--- src/rtl/vfd_drv_pkg.sv ---
package vfd_drv_pkg;

  // Drive state of one output pin: source on, or pull-down sink on.
  typedef struct packed {
    logic src;
    logic snk;
  } drive_t;

  // Map a latched bit and the blanking level to a pin drive state.
  function automatic drive_t drive_of(input logic lat, input logic blank);
    drive_t d;
    d.src = lat & ~blank;
    d.snk = ~lat | blank;
    return d;
  endfunction

endpackage

--- src/rtl/vfd_rst_sync.sv ---
module vfd_rst_sync (
  input  logic clk,
  input  logic rst_n_i,
  output logic rst_n_o
);

  logic [1:0] rs_q;

  // Asserts asynchronously; releases after two clock edges.
  always_ff @(posedge clk or negedge rst_n_i) begin
    if (!rst_n_i) rs_q <= 2'b00;
    else          rs_q <= {rs_q[0], 1'b1};
  end

  assign rst_n_o = rs_q[1];

endmodule

--- src/rtl/vfd_in_sync.sv ---
module vfd_in_sync #(
  parameter int WIDTH = 4,
  parameter int DEPTH = 2
) (
  input  logic             clk,
  input  logic             rst_n,
  input  logic [WIDTH-1:0] d_i,
  output logic [WIDTH-1:0] q_o
);

  logic [WIDTH-1:0] stg_q [DEPTH];

  always_ff @(posedge clk or negedge rst_n) begin
    if (!rst_n) stg_q[0] <= '0;
    else        stg_q[0] <= d_i;
  end

  for (genvar i = 1; i < DEPTH; i++) begin : g_stage
    always_ff @(posedge clk or negedge rst_n) begin
      if (!rst_n) stg_q[i] <= '0;
      else        stg_q[i] <= stg_q[i-1];
    end
  end

  assign q_o = stg_q[DEPTH-1];

endmodule

--- src/rtl/vfd_shift_chain.sv ---
module vfd_shift_chain #(
  parameter int STAGES = 32
) (
  input  logic              clk,
  input  logic              rst_n,
  input  logic              shift_en,
  input  logic              din,
  output logic [STAGES-1:0] q_o,
  output logic              dout
);

  logic [STAGES-1:0] chain_q, chain_d;

  always_comb begin
    chain_d = chain_q;
    if (shift_en) chain_d = {chain_q[STAGES-2:0], din};
  end

  always_ff @(posedge clk or negedge rst_n) begin
    if (!rst_n) chain_q <= '0;
    else        chain_q <= chain_d;
  end

  assign q_o  = chain_q;
  assign dout = chain_q[STAGES-1];

endmodule

--- src/rtl/vfd_latch_drive.sv ---
module vfd_latch_drive
  import vfd_drv_pkg::*;
#(
  parameter int STAGES = 32
) (
  input  logic              clk,
  input  logic              rst_n,
  input  logic              load_en,
  input  logic [STAGES-1:0] d_i,
  input  logic              blank,
  output logic [STAGES-1:0] latch_o,
  output logic [STAGES-1:0] src_o,
  output logic [STAGES-1:0] snk_o
);

  logic [STAGES-1:0] lat_q, lat_d;

  // Transparent while strobe is high: reload every clock.
  always_comb begin
    lat_d = lat_q;
    if (load_en) lat_d = d_i;
  end

  always_ff @(posedge clk or negedge rst_n) begin
    if (!rst_n) lat_q <= '0;
    else        lat_q <= lat_d;
  end

  for (genvar k = 0; k < STAGES; k++) begin : g_pin
    drive_t drv;
    assign drv      = drive_of(lat_q[k], blank);
    assign src_o[k] = drv.src;
    assign snk_o[k] = drv.snk;
  end

  assign latch_o = lat_q;

endmodule

--- src/rtl/vfd_shift_driver.sv ---
module vfd_shift_driver #(
  parameter int STAGES     = 32,
  parameter int SYNC_DEPTH = 2
) (
  input  logic              clk,
  input  logic              rst_n,
  input  logic              sclk_i,
  input  logic              sdin_i,
  input  logic              strobe_i,
  input  logic              blank_i,
  output logic              sdout_o,
  output logic [STAGES-1:0] src_en_o,
  output logic [STAGES-1:0] snk_en_o
);

  localparam int IN_W = 4;

  logic            rst_sync_n;
  logic [IN_W-1:0] in_raw, in_s;
  logic            sclk_s, sdin_s, strobe_s, blank_s;
  logic            sclk_prev_q;
  logic            shift_pulse;
  logic [STAGES-1:0] shreg_q;
  logic [STAGES-1:0] latch_q;

  vfd_rst_sync u_rst (
    .clk     (clk),
    .rst_n_i (rst_n),
    .rst_n_o (rst_sync_n)
  );

  // All controls share one synchronizer so they stay cycle-aligned.
  assign in_raw = {blank_i, strobe_i, sdin_i, sclk_i};

  vfd_in_sync #(.WIDTH(IN_W), .DEPTH(SYNC_DEPTH)) u_sync (
    .clk   (clk),
    .rst_n (rst_sync_n),
    .d_i   (in_raw),
    .q_o   (in_s)
  );

  assign {blank_s, strobe_s, sdin_s, sclk_s} = in_s;

  always_ff @(posedge clk or negedge rst_sync_n) begin
    if (!rst_sync_n) sclk_prev_q <= 1'b0;
    else             sclk_prev_q <= sclk_s;
  end

  assign shift_pulse = sclk_s & ~sclk_prev_q;

  vfd_shift_chain #(.STAGES(STAGES)) u_chain (
    .clk      (clk),
    .rst_n    (rst_sync_n),
    .shift_en (shift_pulse),
    .din      (sdin_s),
    .q_o      (shreg_q),
    .dout     (sdout_o)
  );

  vfd_latch_drive #(.STAGES(STAGES)) u_latch (
    .clk     (clk),
    .rst_n   (rst_sync_n),
    .load_en (strobe_s),
    .d_i     (shreg_q),
    .blank   (blank_s),
    .latch_o (latch_q),
    .src_o   (src_en_o),
    .snk_o   (snk_en_o)
  );

endmodule

--- config.mk ---
export PLATFORM = sky130hd
export DESIGN_NAME = vfd_shift_driver
export DESIGN_NICKNAME = d
export VERILOG_FILES = /design/src/rtl/vfd_drv_pkg.sv /design/src/rtl/vfd_rst_sync.sv /design/src/rtl/vfd_in_sync.sv /design/src/rtl/vfd_shift_chain.sv /design/src/rtl/vfd_latch_drive.sv /design/src/rtl/vfd_shift_driver.sv
export SDC_FILE = /design/constraint.sdc
export NUM_CORES = 1
export LEC_CHECK = 0
export BUFFER_PORTS_ARGS = -buffer_cell sky130_fd_sc_hd__buf_4
export CORE_MARGIN = 8
export CORE_UTILIZATION = 52
export CTS_CLUSTER_DIAMETER = 50
export DETAILED_ROUTE_END_ITERATION = 10
export GPL_TIMING_DRIVEN = 0
export PLACE_DENSITY = 0.77
export SYNTH_ARGS = -nofsm -noshare
export SYNTH_HDL_FRONTEND = slang
export SYNTH_SLANG_ARGS = --single-unit
--- constraint.sdc ---
create_clock -name clk -period 3.1 [get_ports clk]
set_input_delay 0.31 -clock clk [delete_from_list [all_inputs] [get_ports clk]]
set_output_delay 0.31 -clock clk [all_outputs]
set_load 0.1 [all_outputs]
; ---- Word level (Yosys, flattened, before mapping)
; Index checks and enable logic that the tools add are counted.
[classes]
n_bitwise = 99
[ops]
columns = op, n
row1 = 1-bit NOT, 34
row2 = 1-bit bitwise AND, 33
row3 = 1-bit bitwise OR, 32
[word_totals]
reg_bits = 75
out_inout_bits = 65
wordCells = 105
inputBits = 6

; ---- Longest topological paths before layout
; Gate-level depths: netlist of run 1.
[logic_depth]
depth_word = 2
mapped_depth = 4
mapped_depth_nobuf = 2

; ---- By module
; Synthesis of run 1 repeated with hierarchy kept, for this count alone.
[unflattened]
cells_unflattened = 225
area_unflattened_um2 = 3455.8
[by_module_without_submodules]
columns = module, cells_each, n_inst, seq_area_each_um2, area_per_inst_um2
row1 = vfd_latch_drive, 139, 1, 800.8, 1780.5
row2 = vfd_shift_chain, 69, 1, 800.8, 1352.5
row3 = vfd_in_sync, 12, 1, 200.2, 230.2
row4 = vfd_rst_sync, 3, 1, 50.0, 53.8
row5 = vfd_shift_driver, 2, 1, 25.0, 38.8

; ---- Worst setup path after synthesis of run 1
; No wires, ideal clock.
[synth_path]
kind = reg2out
from = register u_sync.stg_q (netlist bit u_sync.q_o[3])
to = output port src_en_o[0]
setup_slack_ns = 0.718
stages_incl_launch_ff = 4
path_buffers = 1
t_arrival_ns = 2.072
required_time_ns = 2.790
path_cell_list = dfrtp_1 > clkbuf_1 > nand2b_1 > inv_1
[synth_between]
elab_chain_cells = 2
[synth_rtl]
columns = element, line_no
row1 = "start, declared", vfd_in_sync.sv:11  ; logic [WIDTH-1:0] stg_q [DEPTH];
row2 = "start signal, assigned by index", vfd_in_sync.sv:21  ; else stg_q[i] <= stg_q[i-1];
row3 = 1-bit NOT, vfd_drv_pkg.sv:12  ; d.src = lat & ~blank;
row4 = 1-bit bitwise AND, vfd_drv_pkg.sv:12
row5 = "end, declared", vfd_shift_driver.sv:12  ; output logic [STAGES-1:0] src_en_o,
; No other way between the ends.

; ---- Final worst setup path of run 1
[layout_path]
from = register u_sync.stg_q (netlist bit u_sync.q_o[3])
to = output port snk_en_o[0]
[layout_between]
elab_chain_cells = 1
[layout_rtl]
columns = element, line_no
row1 = 1-bit bitwise OR, vfd_drv_pkg.sv:13  ; d.snk = ~lat | blank;
row2 = "end, declared", vfd_shift_driver.sv:13  ; output logic [STAGES-1:0] snk_en_o
; No other way between the ends.

==> load_flow_metrics.sql, run 1 <==
INSERT INTO impl_metrics (metric_group, metric, value, unit) VALUES
('status', 'run_status', 'completed', ''),
('grt', 'grt_pass1_wl', '9030', 'um'),
('yosys', 'synth.net_count', '222', ''),
('grt', 'grt_pass1_vias', '1842', ''),
('detailed_routing', 'wl_per_cell', '14.5', 'um'),
('yosys', 'synth_cell_types', '13', ''),
('finish', 'final_layout_size_suffix_gt1_frac', '0.505', ''),
('die', 'die_w', '93.9', 'um'),
('die', 'chipHeight', '93.9', 'um'),
('detailed_routing', 'drc_errors', '0', ''),
('timing', 'timing_hold_violations_final', '0', ''),
('timing', 'final_critical_delay_including_setup_and_external_delays', '1.92', 'ns'),
('clock_tree', 'clock-sinks', '75', ''),
('critical_path', 'worst-path-max-fanout', '10', ''),
('yosys', 'synth_warnings', '0', ''),
('yosys', 'netlist_instances', '216', ''),
('critical_path', 'timing.critical_path.buf_inv', '2', ''),
('yosys', 'netlist_area', '3160', 'um^2'),
('finish', 'multi_input_area', '1050', 'um^2'),
('die', 'floorplan.core_area', '5890', 'um^2'),
('yosys', 'yosys_register_bits', '75', ''),
('pwr', 'ir_drop', '0.000599', 'V'),
('critical_path', 'critical_path.endpoint_type', 'primary output', ''),
('detailed_routing', 'residual_antenna_violating_net_count_after_detailed_routing', '0', ''),
('detailed_routing', 'detail_route.vias_per_cell', '4.67', ''),
('pwr', 'power_density', '799', 'nW/um^2'),
('timing', 'fmax', '521', 'MHz'),
('finish', 'final.fill_count', '432', ''),
('critical_path', 'crit_path_max_incr_delay', '0.40', 'ns'),
('detailed_routing', 'route.final.wire_length', '5440', 'um'),
('critical_path', 'cp_cell_sequence', 'clkbuf_1, nand2b_1, buf_4', ''),
('placed_design', 'post-dp-hpwl', '3890', 'um'),
('yosys', 'syn-mean-instance-area', '14.6', 'um^2'),
('placed_design', 'gp_congestion', '0.712', ''),
('die', 'dieArea', '8820', 'um^2'),
('die', 'i_o_pin_count', '71', ''),
('min_path', 'holdCritPathClass', 'primary input to flop', ''),
('critical_path', 'crit_path_start_kind', 'flop', ''),
('grt', 'globalRoute.totalOverflow', '0', ''),
('clock_tree', 'clock_path_buffers', '2', ''),
('finish', 'area_growth_syn_to_fin', '24.9', '%'),
('yosys', 'synth-seq-area-share', '0.594', ''),
('clock_tree', 'tritoncts', 'built', ''),
('timing', 'fin_hold_ws', '0.0812', 'ns'),
('detailed_routing', 'iteration_0_drc_markers', '38', ''),
('timing', 'report.final.setup_viol', '0', ''),
('clock_tree', 'clock_tree.root_cell', 'sky130_fd_sc_hd__clkbuf_8', ''),
('critical_path', 'crit_family', 'buffers and inverters', ''),
('pwr', 'leakage', '2.19', 'nW'),
('die', 'placement_rows', '28', ''),
('critical_path', 'timing.critical_path.required', '2.79', 'ns'),
('placed_design', 'portBuffers', '70', ''),
('clock_tree', 'tritoncts.num_buffers', '9', ''),
('clock_tree', 'worst_skew_pair.late_latency', '0.33', 'ns'),
('timing', 'fin_crit_sh', '0.619', ''),
('clock_tree', 'register_clock_pin_slew_on_the_reported_worst_setup_and_hold_paths', '0.07', 'ns'),
('detailed_routing', 'vias', '1757', ''),
('grt', 'grt_max_degree', '74', ''),
('finish', 'insertedDiodeCount', '0', ''),
('finish', 'num-nets-final', '304', ''),
('timing', 'worst-slew-pin-transition', '0.887', 'ns'),
('detailed_routing', 'drt_pre_antenna_iters', '4', ''),
('timing', 'final.setup_skew', '0.00708', 'ns'),
('clock_tree', 'htree_levels', '3', ''),
('critical_path', 'cp.arrival', '1.61', 'ns'),
('clock_tree', 'cts_post_setup_buffers_inserted', '0', ''),
('timing', 'maxSlewHeadroom', '0.409', ''),
('timing', 'setup_total_negative_slack', '0', 'ns'),
('grt', 'number_of_antenna_violations_at_the_first_check_in_global_routing', '0', ''),
('finish', 'register_area', '1880', 'um^2'),
('critical_path', 'cpMaxStageDelayCell', 'sky130_fd_sc_hd__dfrtp_1', ''),
('critical_path', 'critPathKind', 'flop to primary output', ''),
('die', 'start_util', '0.537', ''),
('timing', 'final_number_of_max_transition_violations', '0', ''),
('timing', 'rsz0062_at_grt', 'false', ''),
('grt', 'grt_usage', '0.133', ''),
('run', 'max_cap_viol_count', '0', '');
worst paths after layout:
path / slack, ns / start / endpoint / cells past startpoint
max in group asynchronous: 2.07 / u_rst.rs_q[1] / u_chain.q_o[21] / 0
min in group asynchronous: 0.29 / rst_n / u_rst.rs_q[1] / 2
hold reg to reg: 0.35 / u_sync.stg_q[7] / u_sync.q_o[3] / 0
setup / recovery: 1.18 / u_sync.q_o[3] / snk_en_o[0] / 3
hold / removal: 0.08 / sclk_i / u_sync.stg_q[4] / 1
setup reg to reg: 1.88 / sclk_prev_q / u_chain.q_o[20] / 4
placed cells by master, fill, tap and decap left out:
cell and n:
sky130_fd_sc_hd__dfrtp_1 74, sky130_fd_sc_hd__dlygate4sd3_1 1, sky130_fd_sc_hd__inv_1 32, sky130_fd_sc_hd__buf_4 73, sky130_fd_sc_hd__clkbuf_2 1, sky130_fd_sc_hd__nor2b_4 1, sky130_fd_sc_hd__mux2_4 30, sky130_fd_sc_hd__nand2b_1 32
sky130_fd_sc_hd__clkbuf_8 10, sky130_fd_sc_hd__buf_12 3, sky130_fd_sc_hd__dfrtp_4 1, sky130_fd_sc_hd__mux2_2 32, sky130_fd_sc_hd__mux2_1 2, sky130_fd_sc_hd__clkbuf_1 7, sky130_fd_sc_hd__conb_1 1, sky130_fd_sc_hd__buf_6 1
per-stage QoR:
| stage | utilization | instance area, um^2 | cells | power, mW | setup WS [ns] |
|---|---|---|---|---|---|
| 2_1_floorplan | - | 3160 | 216 | 2.33 | 0.718 |
| 3_3_place_gp | 0.642 | 3780 | 361 | 2.55 | 0.119 |
| 3_5_place_dp | 0.642 | 3780 | 361 | 2.57 | 1.49 |
| 4_1_cts | 0.670 | 3940 | 376 | 3.19 | 1.12 |
| 5_1_grt | 0.670 | 3940 | 376 | 3.29 | 1.05 |
| 6_report | 0.670 | 3940 | 376 | 3.15 | 1.18 |
layer usage:
layer	wire length [um]	GRT usage	share of wire	vias up
met4	109	0.0727	0.020	0
met5	0	0	0	-
met1	2380	0.160	0.44	847
met2	2520	0.201	0.46	56
met3	429	0.0520	0.079	8
li1	-	-	-	846
logic make-up (layout without fill, tap and decap cells):
logic type    count (synthesis)  after routing  share of synthesized area
simple gates                 33             33                     0.0677
flops                        75             75                      0.594
buf+inv                      43            128                     0.0729
other cells                   1              1                    0.00119
mux                          64             64                      0.264
flip-flops by register name (all words and copies together), names as in the netlist:
signal           flops
u_rst.rs_q           2
u_sync.q_o           4
u_sync.stg_q         4
sclk_prev_q          1
u_latch.latch_o     32
u_chain.q_o         32
report_power, final:
part | internal (mW) | total, mW | switching, mW
Sequential | 1.17 | 1.31 | 0.138
Combinational | 0.357 | 1.24 | 0.882
Clock | 0.305 | 0.604 | 0.298
repair_timing:
action	CTS	global route
resized for setup	0	0
hold buffers	1	0
endpoints found under the hold margin	2	0
cell type report:
type,count,area share
Sequential cell,75,0.477
Multi-Input combinational cell,98,0.266
Timing Repair Buffer,71,0.136
Clock buffer,14,0.0387
Inverter,32,0.0305
Buffer,11,0.0279
Tap cell,75,0.0238
Yosys cell counts:
master                     count  share of area
sky130_fd_sc_hd__inv_1        32          0.038
sky130_fd_sc_hd__conb_1        1         0.0012
sky130_fd_sc_hd__buf_4         3         0.0071
sky130_fd_sc_hd__clkbuf_1      3         0.0036
sky130_fd_sc_hd__nand2b_1     32          0.063
sky130_fd_sc_hd__dfrtp_1      75           0.59
sky130_fd_sc_hd__buf_6         1         0.0036
sky130_fd_sc_hd__buf_12        3          0.019
sky130_fd_sc_hd__mux2_4       30           0.14
sky130_fd_sc_hd__mux2_1        2         0.0071
sky130_fd_sc_hd__mux2_2       32           0.11
sky130_fd_sc_hd__clkbuf_2      1         0.0016
sky130_fd_sc_hd__nor2b_4       1         0.0044
Note: power is estimated with default switching activity, not from simulation.
==> run 2, diff against run 1 <==
==> constraint.sdc (replaced) <==
create_clock -name clk -period 1.9 [get_ports clk]
set_input_delay 0.19 -clock clk [delete_from_list [all_inputs] [get_ports clk]]
set_output_delay 0.19 -clock clk [all_outputs]
set_load 0.1 [all_outputs]
==> load_flow_metrics.sql, run 2 (synthesized netlist as in run 1, its figures left out) <==
INSERT INTO impl_metrics (metric_group, metric, value, unit) VALUES
('status', 'run_status', 'completed', ''),
('timing', 'final_number_of_max_transition_violations', '0', ''),
('die', 'start_util', '0.537', ''),
('clock_tree', 'clock_tree.root_cell', 'sky130_fd_sc_hd__clkbuf_8', ''),
('clock_tree', 'register_clock_pin_slew_on_the_reported_worst_setup_and_hold_paths', '0.07', 'ns'),
('timing', 'maxSlewHeadroom', '0.396', ''),
('critical_path', 'crit_path_start_kind', 'flop', ''),
('critical_path', 'cp_cell_sequence', 'clkbuf_2, nand2b_2, clkinvlp_4, buf_4', ''),
('clock_tree', 'clock-sinks', '75', ''),
('die', 'i_o_pin_count', '71', ''),
('critical_path', 'cp.arrival', '1.55', 'ns'),
('detailed_routing', 'vias', '1807', ''),
('critical_path', 'critPathKind', 'flop to primary output', ''),
('min_path', 'holdCritPathClass', 'primary input to asynchronous set/reset pin', ''),
('placed_design', 'post-dp-hpwl', '4110', 'um'),
('timing', 'timing_hold_violations_final', '0', ''),
('finish', 'num-nets-final', '308', ''),
('critical_path', 'crit_family', 'buffers and inverters', ''),
('placed_design', 'portBuffers', '70', ''),
('critical_path', 'crit_path_max_incr_delay', '0.42', 'ns'),
('pwr', 'leakage', '1.97', 'nW'),
('clock_tree', 'tritoncts.num_buffers', '9', ''),
('finish', 'register_area', '1880', 'um^2'),
('grt', 'grt_max_degree', '74', ''),
('finish', 'layout.cell_area.non_filler', '4260', 'um^2'),
('die', 'placement_rows', '28', ''),
('finish', 'multi_input_area', '1130', 'um^2'),
('clock_tree', 'clock_path_buffers', '2', ''),
('finish', 'area_growth_syn_to_fin', '35.0', '%'),
('detailed_routing', 'route.final.wire_length', '5800', 'um'),
('detailed_routing', 'wl_per_cell', '15.2', 'um'),
('die', 'chipHeight', '93.9', 'um'),
('detailed_routing', 'iteration_0_drc_markers', '44', ''),
('critical_path', 'timing.critical_path.buf_inv', '3', ''),
('timing', 'final.setup.worst_slack', '0.162', 'ns'),
('finish', 'final_layout_size_suffix_gt1_frac', '0.730', ''),
('finish', 'final.fill_count', '412', ''),
('placed_design', 'placed_area', '3980', 'um^2'),
('timing', 'final.setup_skew', '0.00554', 'ns'),
('timing', 'worst-slew-pin-transition', '0.906', 'ns'),
('critical_path', 'cpMaxStageDelayCell', 'sky130_fd_sc_hd__dfrtp_1', ''),
('critical_path', 'timing.critical_path.required', '1.71', 'ns'),
('grt', 'globalRoute.totalOverflow', '0', ''),
('critical_path', 'worst-path-max-fanout', '10', ''),
('finish', 'final_common_cell', 'sky130_fd_sc_hd__dfrtp_1', ''),
('critical_path', 'reg2reg_launch_point', 'sclk_prev_q', ''),
('finish', 'commonest_non_fill_non_tap_cells_in_the_layout', '74 x sky130_fd_sc_hd__dfrtp_1, 73 x sky130_fd_sc_hd__buf_4, 33 x sky130_fd_sc_hd__clkinvlp_4', ''),
('placed_design', 'dp.cells', '361', ''),
('timing', 'fin_hold_ws', '0.172', 'ns'),
('die', 'floorplan.core_area', '5890', 'um^2'),
('clock_tree', 'tritoncts', 'built', ''),
('grt', 'grt_usage', '0.146', ''),
('finish', 'layoutNonFillerInstCount', '382', ''),
('critical_path', 'ff2ff_setup_slack', '0.68', 'ns'),
('die', 'dieArea', '8820', 'um^2'),
('grt', 'number_of_antenna_violations_at_the_first_check_in_global_routing', '0', ''),
('placed_design', 'dpl_worst_slack', '0.393', 'ns'),
('critical_path', 'rr_worst_depth', '4', ''),
('placed_design', 'gp_congestion', '0.687', ''),
('critical_path', 'critical_path.reg2reg.endpoint', 'u_chain.q_o[6]', ''),
('finish', 'insertedDiodeCount', '0', ''),
('timing', 'rsz0062_at_grt', 'false', ''),
('run', 'max_cap_viol_count', '0', ''),
('grt', 'grt_pass1_vias', '1977', ''),
('grt', 'grt_pass1_wl', '10000', 'um'),
('timing', 'setup_total_negative_slack', '0', 'ns'),
('detailed_routing', 'detail_route.vias_per_cell', '4.73', ''),
('pwr', 'ir_drop', '0.000950', 'V'),
('clock_tree', 'worst_skew_pair.late_latency', '0.34', 'ns'),
('critical_path', 'critical_path.endpoint_type', 'primary output', ''),
('timing', 'final_critical_delay_including_setup_and_external_delays', '1.74', 'ns'),
('detailed_routing', 'drt_pre_antenna_iters', '4', ''),
('clock_tree', 'htree_levels', '3', ''),
('detailed_routing', 'drc_errors', '0', ''),
('timing', 'fin_crit_sh', '0.915', ''),
('timing', 'fmax', '575', 'MHz'),
('die', 'die_w', '93.9', 'um'),
('timing', 'report.final.setup_viol', '0', ''),
('clock_tree', 'cts_post_setup_buffers_inserted', '0', ''),
('detailed_routing', 'residual_antenna_violating_net_count_after_detailed_routing', '0', ''),
('pwr', 'power_density', '1320', 'nW/um^2');
[run 2: changes by cell type in the layout (fill, tap and decap cells not counted)]
cell / previous run / this run
sky130_fd_sc_hd__clkbuf_1: 7 / 1
sky130_fd_sc_hd__bufinv_16: 0 / 2
sky130_fd_sc_hd__clkbuf_2: 1 / 4
sky130_fd_sc_hd__clkinvlp_4: 0 / 33
sky130_fd_sc_hd__nand2b_1: 32 / 0
sky130_fd_sc_hd__clkinv_2: 0 / 1
sky130_fd_sc_hd__inv_1: 32 / 0
sky130_fd_sc_hd__clkbuf_8: 10 / 11
sky130_fd_sc_hd__dlygate4sd3_1: 1 / 5
sky130_fd_sc_hd__nand2b_2: 0 / 32
[run 2: through the flow]
stage / utilization / power, mW
2_1_floorplan: - / 3.91
3_3_place_gp: 0.676 / 4.27
3_5_place_dp: 0.676 / 4.33
4_1_cts: 0.724 / 5.71
5_1_grt: 0.724 / 5.89
6_report: 0.724 / 5.64
[run 2: timing repair]
action | in CTS | in global routing
endpoints found under the setup margin | 0 | 57
gates resized for setup | 0 | 6
hold endpoints to repair | 6 | 0
hold buffers | 5 | 0
[run 2: routing by layer]
metal  GRT usage  share of wire  up-vias
met2       0.231           0.49       53
li1            -              -      851
met3      0.0600          0.075       11
met1       0.170           0.42      892
met4      0.0674          0.019        0
met5           0              0        -
[run 2: report_power, final]
part | switching [mW] | internal, mW | total, mW
clock | 0.552 | 0.810 | 1.36
sequential | 0.259 | 1.91 | 2.17
combinational | 1.49 | 0.628 | 2.12
total | 2.30 | 3.34 | 5.64
[run 2: layout make-up]
cell class              instances  area share
plain buffers                  11      0.0267
clock inverters                 4      0.0170
inverters                      32      0.0564
clock buffers                  12      0.0364
flip-flops and latches         75       0.441
multi-input cells              98       0.265
well taps                      75      0.0220
repair buffers                 75       0.135
[run 2: how the worst max path moves through the flow]
stage / to / cells past startpoint / startpoint
3_5_place_dp: src_en_o[31] / 4 / u_sync.q_o[3]
6_report: src_en_o[31] / 4 / u_sync.q_o[3]
3_3_place_gp: u_latch.latch_o[26] / 0 / u_rst.rs_q[1]
4_1_cts: src_en_o[31] / 4 / u_sync.q_o[3]
5_1_grt: src_en_o[21] / 4 / u_sync.q_o[3]
2_1_floorplan: src_en_o[0] / 3 / u_sync.q_o[3]
==> run 3, diff against run 2 <==
--- a/config.mk
+++ b/config.mk
@@ -6,12 +6,14 @@
 export NUM_CORES = 1
 export LEC_CHECK = 0
 export BUFFER_PORTS_ARGS = -buffer_cell sky130_fd_sc_hd__buf_4
+export CELL_PAD_IN_SITES_DETAIL_PLACEMENT = 0
+export CELL_PAD_IN_SITES_GLOBAL_PLACEMENT = 2
 export CORE_MARGIN = 8
-export CORE_UTILIZATION = 52
+export CORE_UTILIZATION = 37
 export CTS_CLUSTER_DIAMETER = 50
 export DETAILED_ROUTE_END_ITERATION = 10
 export GPL_TIMING_DRIVEN = 0
-export PLACE_DENSITY = 0.77
+export PLACE_DENSITY_LB_ADDON = 0.1
 export SYNTH_ARGS = -nofsm -noshare
 export SYNTH_HDL_FRONTEND = slang
 export SYNTH_SLANG_ARGS = --single-unit
==> load_flow_metrics.sql, run 3 (synthesized netlist as in run 1, its figures left out) <==
INSERT INTO impl_metrics (metric_group, metric, value, unit) VALUES
('status', 'run_status', 'completed', ''),
('critical_path', 'crit_family', 'buffers and inverters', ''),
('pwr', 'power_density', '1320', 'nW/um^2'),
('critical_path', 'crit_path_start', 'u_sync.q_o[3]', ''),
('critical_path', 'crit_end', 'src_en_o[0]', ''),
('clock_tree', 'worst_skew_pair.late_latency', '0.33', 'ns'),
('critical_path', 'cpMaxStageDelayCell', 'sky130_fd_sc_hd__dfrtp_1', ''),
('detailed_routing', 'drc_errors', '0', ''),
('detailed_routing', 'drt_pre_antenna_iters', '2', ''),
('finish', 'commonest_non_fill_non_tap_cells_in_the_layout', '74 x sky130_fd_sc_hd__dfrtp_1, 73 x sky130_fd_sc_hd__buf_4, 32 x sky130_fd_sc_hd__nand2b_2, 32 x sky130_fd_sc_hd__clkinvlp_4, 32 x sky130_fd_sc_hd__mux2_2', ''),
('critical_path', 'crit_path_max_incr_delay', '0.43', 'ns'),
('timing', 'final_number_of_max_transition_violations', '0', ''),
('critical_path', 'cp_depth', '4', ''),
('timing', 'final_critical_delay_including_setup_and_external_delays', '1.76', 'ns'),
('finish', 'insertedDiodeCount', '0', ''),
('critical_path', 'timing.critical_path.buf_inv', '3', ''),
('critical_path', 'crit_path_start_kind', 'flop', ''),
('placed_design', 'post-dp-hpwl', '3890', 'um'),
('clock_tree', 'clock-sinks', '75', ''),
('die', 'die_w', '108', 'um'),
('grt', 'number_of_antenna_violations_at_the_first_check_in_global_routing', '0', ''),
('detailed_routing', 'wl_per_cell', '13.5', 'um'),
('clock_tree', 'tritoncts', 'built', ''),
('clock_tree', 'clock_tree.root_cell', 'sky130_fd_sc_hd__clkbuf_8', ''),
('critical_path', 'critical_path.endpoint_type', 'primary output', ''),
('grt', 'globalRoute.totalOverflow', '0', ''),
('clock_tree', 'register_clock_pin_slew_on_the_reported_worst_setup_and_hold_paths', '0.08', 'ns'),
('detailed_routing', 'residual_antenna_violating_net_count_after_detailed_routing', '0', ''),
('timing', 'final.setup_skew', '0.00669', 'ns'),
('detailed_routing', 'route.final.wire_length', '5580', 'um'),
('die', 'i_o_pin_count', '71', ''),
('min_path', 'holdCritPathClass', 'flop to asynchronous set/reset pin', ''),
('timing', 'report.final.setup_viol', '0', ''),
('finish', 'final_layout_size_suffix_gt1_frac', '0.731', ''),
('critical_path', 'critical_path.reg2reg.endpoint', 'u_chain.q_o[14]', ''),
('finish', 'final_common_cell', 'sky130_fd_sc_hd__dfrtp_1', ''),
('timing', 'setup_total_negative_slack', '0', 'ns'),
('die', 'chipHeight', '108', 'um'),
('grt', 'grt_usage', '0.104', ''),
('critical_path', 'timing.critical_path.required', '1.71', 'ns'),
('critical_path', 'cp_cell_sequence', 'clkbuf_2, nand2b_2, clkinvlp_4, buf_4', ''),
('detailed_routing', 'vias', '1785', ''),
('pwr', 'ir_drop', '0.000814', 'V'),
('placed_design', 'dp.cells', '392', ''),
('critical_path', 'rr_worst_depth', '4', ''),
('grt', 'grt_pass1_vias', '1945', ''),
('finish', 'area_growth_syn_to_fin', '37.5', '%'),
('pwr', 'leakage', '1.99', 'nW'),
('clock_tree', 'tritoncts.num_buffers', '9', ''),
('clock_tree', 'htree_levels', '3', ''),
('timing', 'timing_hold_violations_final', '0', ''),
('run', 'max_cap_viol_count', '0', ''),
('detailed_routing', 'detail_route.vias_per_cell', '4.32', ''),
('critical_path', 'ff2ff_setup_slack', '0.68', 'ns'),
('placed_design', 'placed_area', '4050', 'um^2'),
('die', 'placement_rows', '33', ''),
('critical_path', 'reg2reg_launch_point', 'sclk_prev_q', ''),
('critical_path', 'critPathKind', 'flop to primary output', ''),
('critical_path', 'worst-path-max-fanout', '10', ''),
('timing', 'rsz0062_at_grt', 'false', ''),
('grt', 'grt_pass1_wl', '9720', 'um'),
('die', 'floorplan.core_area', '8260', 'um^2'),
('placed_design', 'portBuffers', '70', ''),
('die', 'start_util', '0.382', ''),
('finish', 'layout.cell_area.non_filler', '4340', 'um^2'),
('detailed_routing', 'iteration_0_drc_markers', '47', ''),
('clock_tree', 'clock_path_buffers', '2', ''),
('timing', 'fmax', '569', 'MHz'),
('placed_design', 'gp_congestion', '0.658', ''),
('finish', 'layoutNonFillerInstCount', '413', ''),
('timing', 'fin_crit_sh', '0.925', ''),
('critical_path', 'cp.arrival', '1.57', 'ns'),
('grt', 'grt_max_degree', '69', ''),
('die', 'dieArea', '11700', 'um^2'),
('finish', 'num-nets-final', '309', '');
==> run 3: repair_timing <==
action / CTS / global route
resized for setup: 3 / 0
endpoints found under the setup margin: 60 / 0
hold buffers: 5 / 0
setup buffers: 0 / 0
endpoints found under the hold margin: 6 / 0
==> run 3: worst min-delay path by stage <==
stage / end / cells after the start
6_report: u_sync.stg_q[4] / 0
3_5_place_dp: u_rst.rs_q[1] / 1
2_1_floorplan: u_rst.rs_q[0] / 0
3_3_place_gp: u_rst.rs_q[0] / 1
4_1_cts: u_sync.stg_q[4] / 0
5_1_grt: u_rst.rs_q[1] / 2
==> run 3: metal layers <==
metal	track usage	part of all wire	vias to the layer above
li1	-	-	859
met1	0.133	0.45	870
met2	0.156	0.46	54
met3	0.0458	0.080	2
met4	0.0323	0.0054	0
met5	0	0	-
==> run 3: layout make-up <==
class | instances | area (um^2)
Buffer | 11 | 114
Clock buffer | 11 | 141
Clock inverter | 5 | 100
Fill cell | 725 | 3920
Inverter | 32 | 240
Multi-Input combinational cell | 98 | 1130
Sequential cell | 75 | 1880
Tap cell | 105 | 131
Timing Repair Buffer | 76 | 603
==> run 3: per-stage QoR <==
step	total power, mW	util	worst slack (ns)	hold WS (ns)
floorplan	3.91	-	0.0221	-0.106
global placement	4.29	0.486	0.130	-0.0269
detailed placement	4.32	0.490	0.340	-0.0251
CTS	5.81	0.526	0.0804	0.140
global route	5.99	0.526	0.0115	0.142
finish	5.72	0.526	0.143	0.134
==> run 3: power by group <==
part	switching, mW	internal, mW	total [mW]
sequential	0.224	1.91	2.13
clock	0.544	0.905	1.45
combinational	1.51	0.633	2.14
total	2.28	3.45	5.72
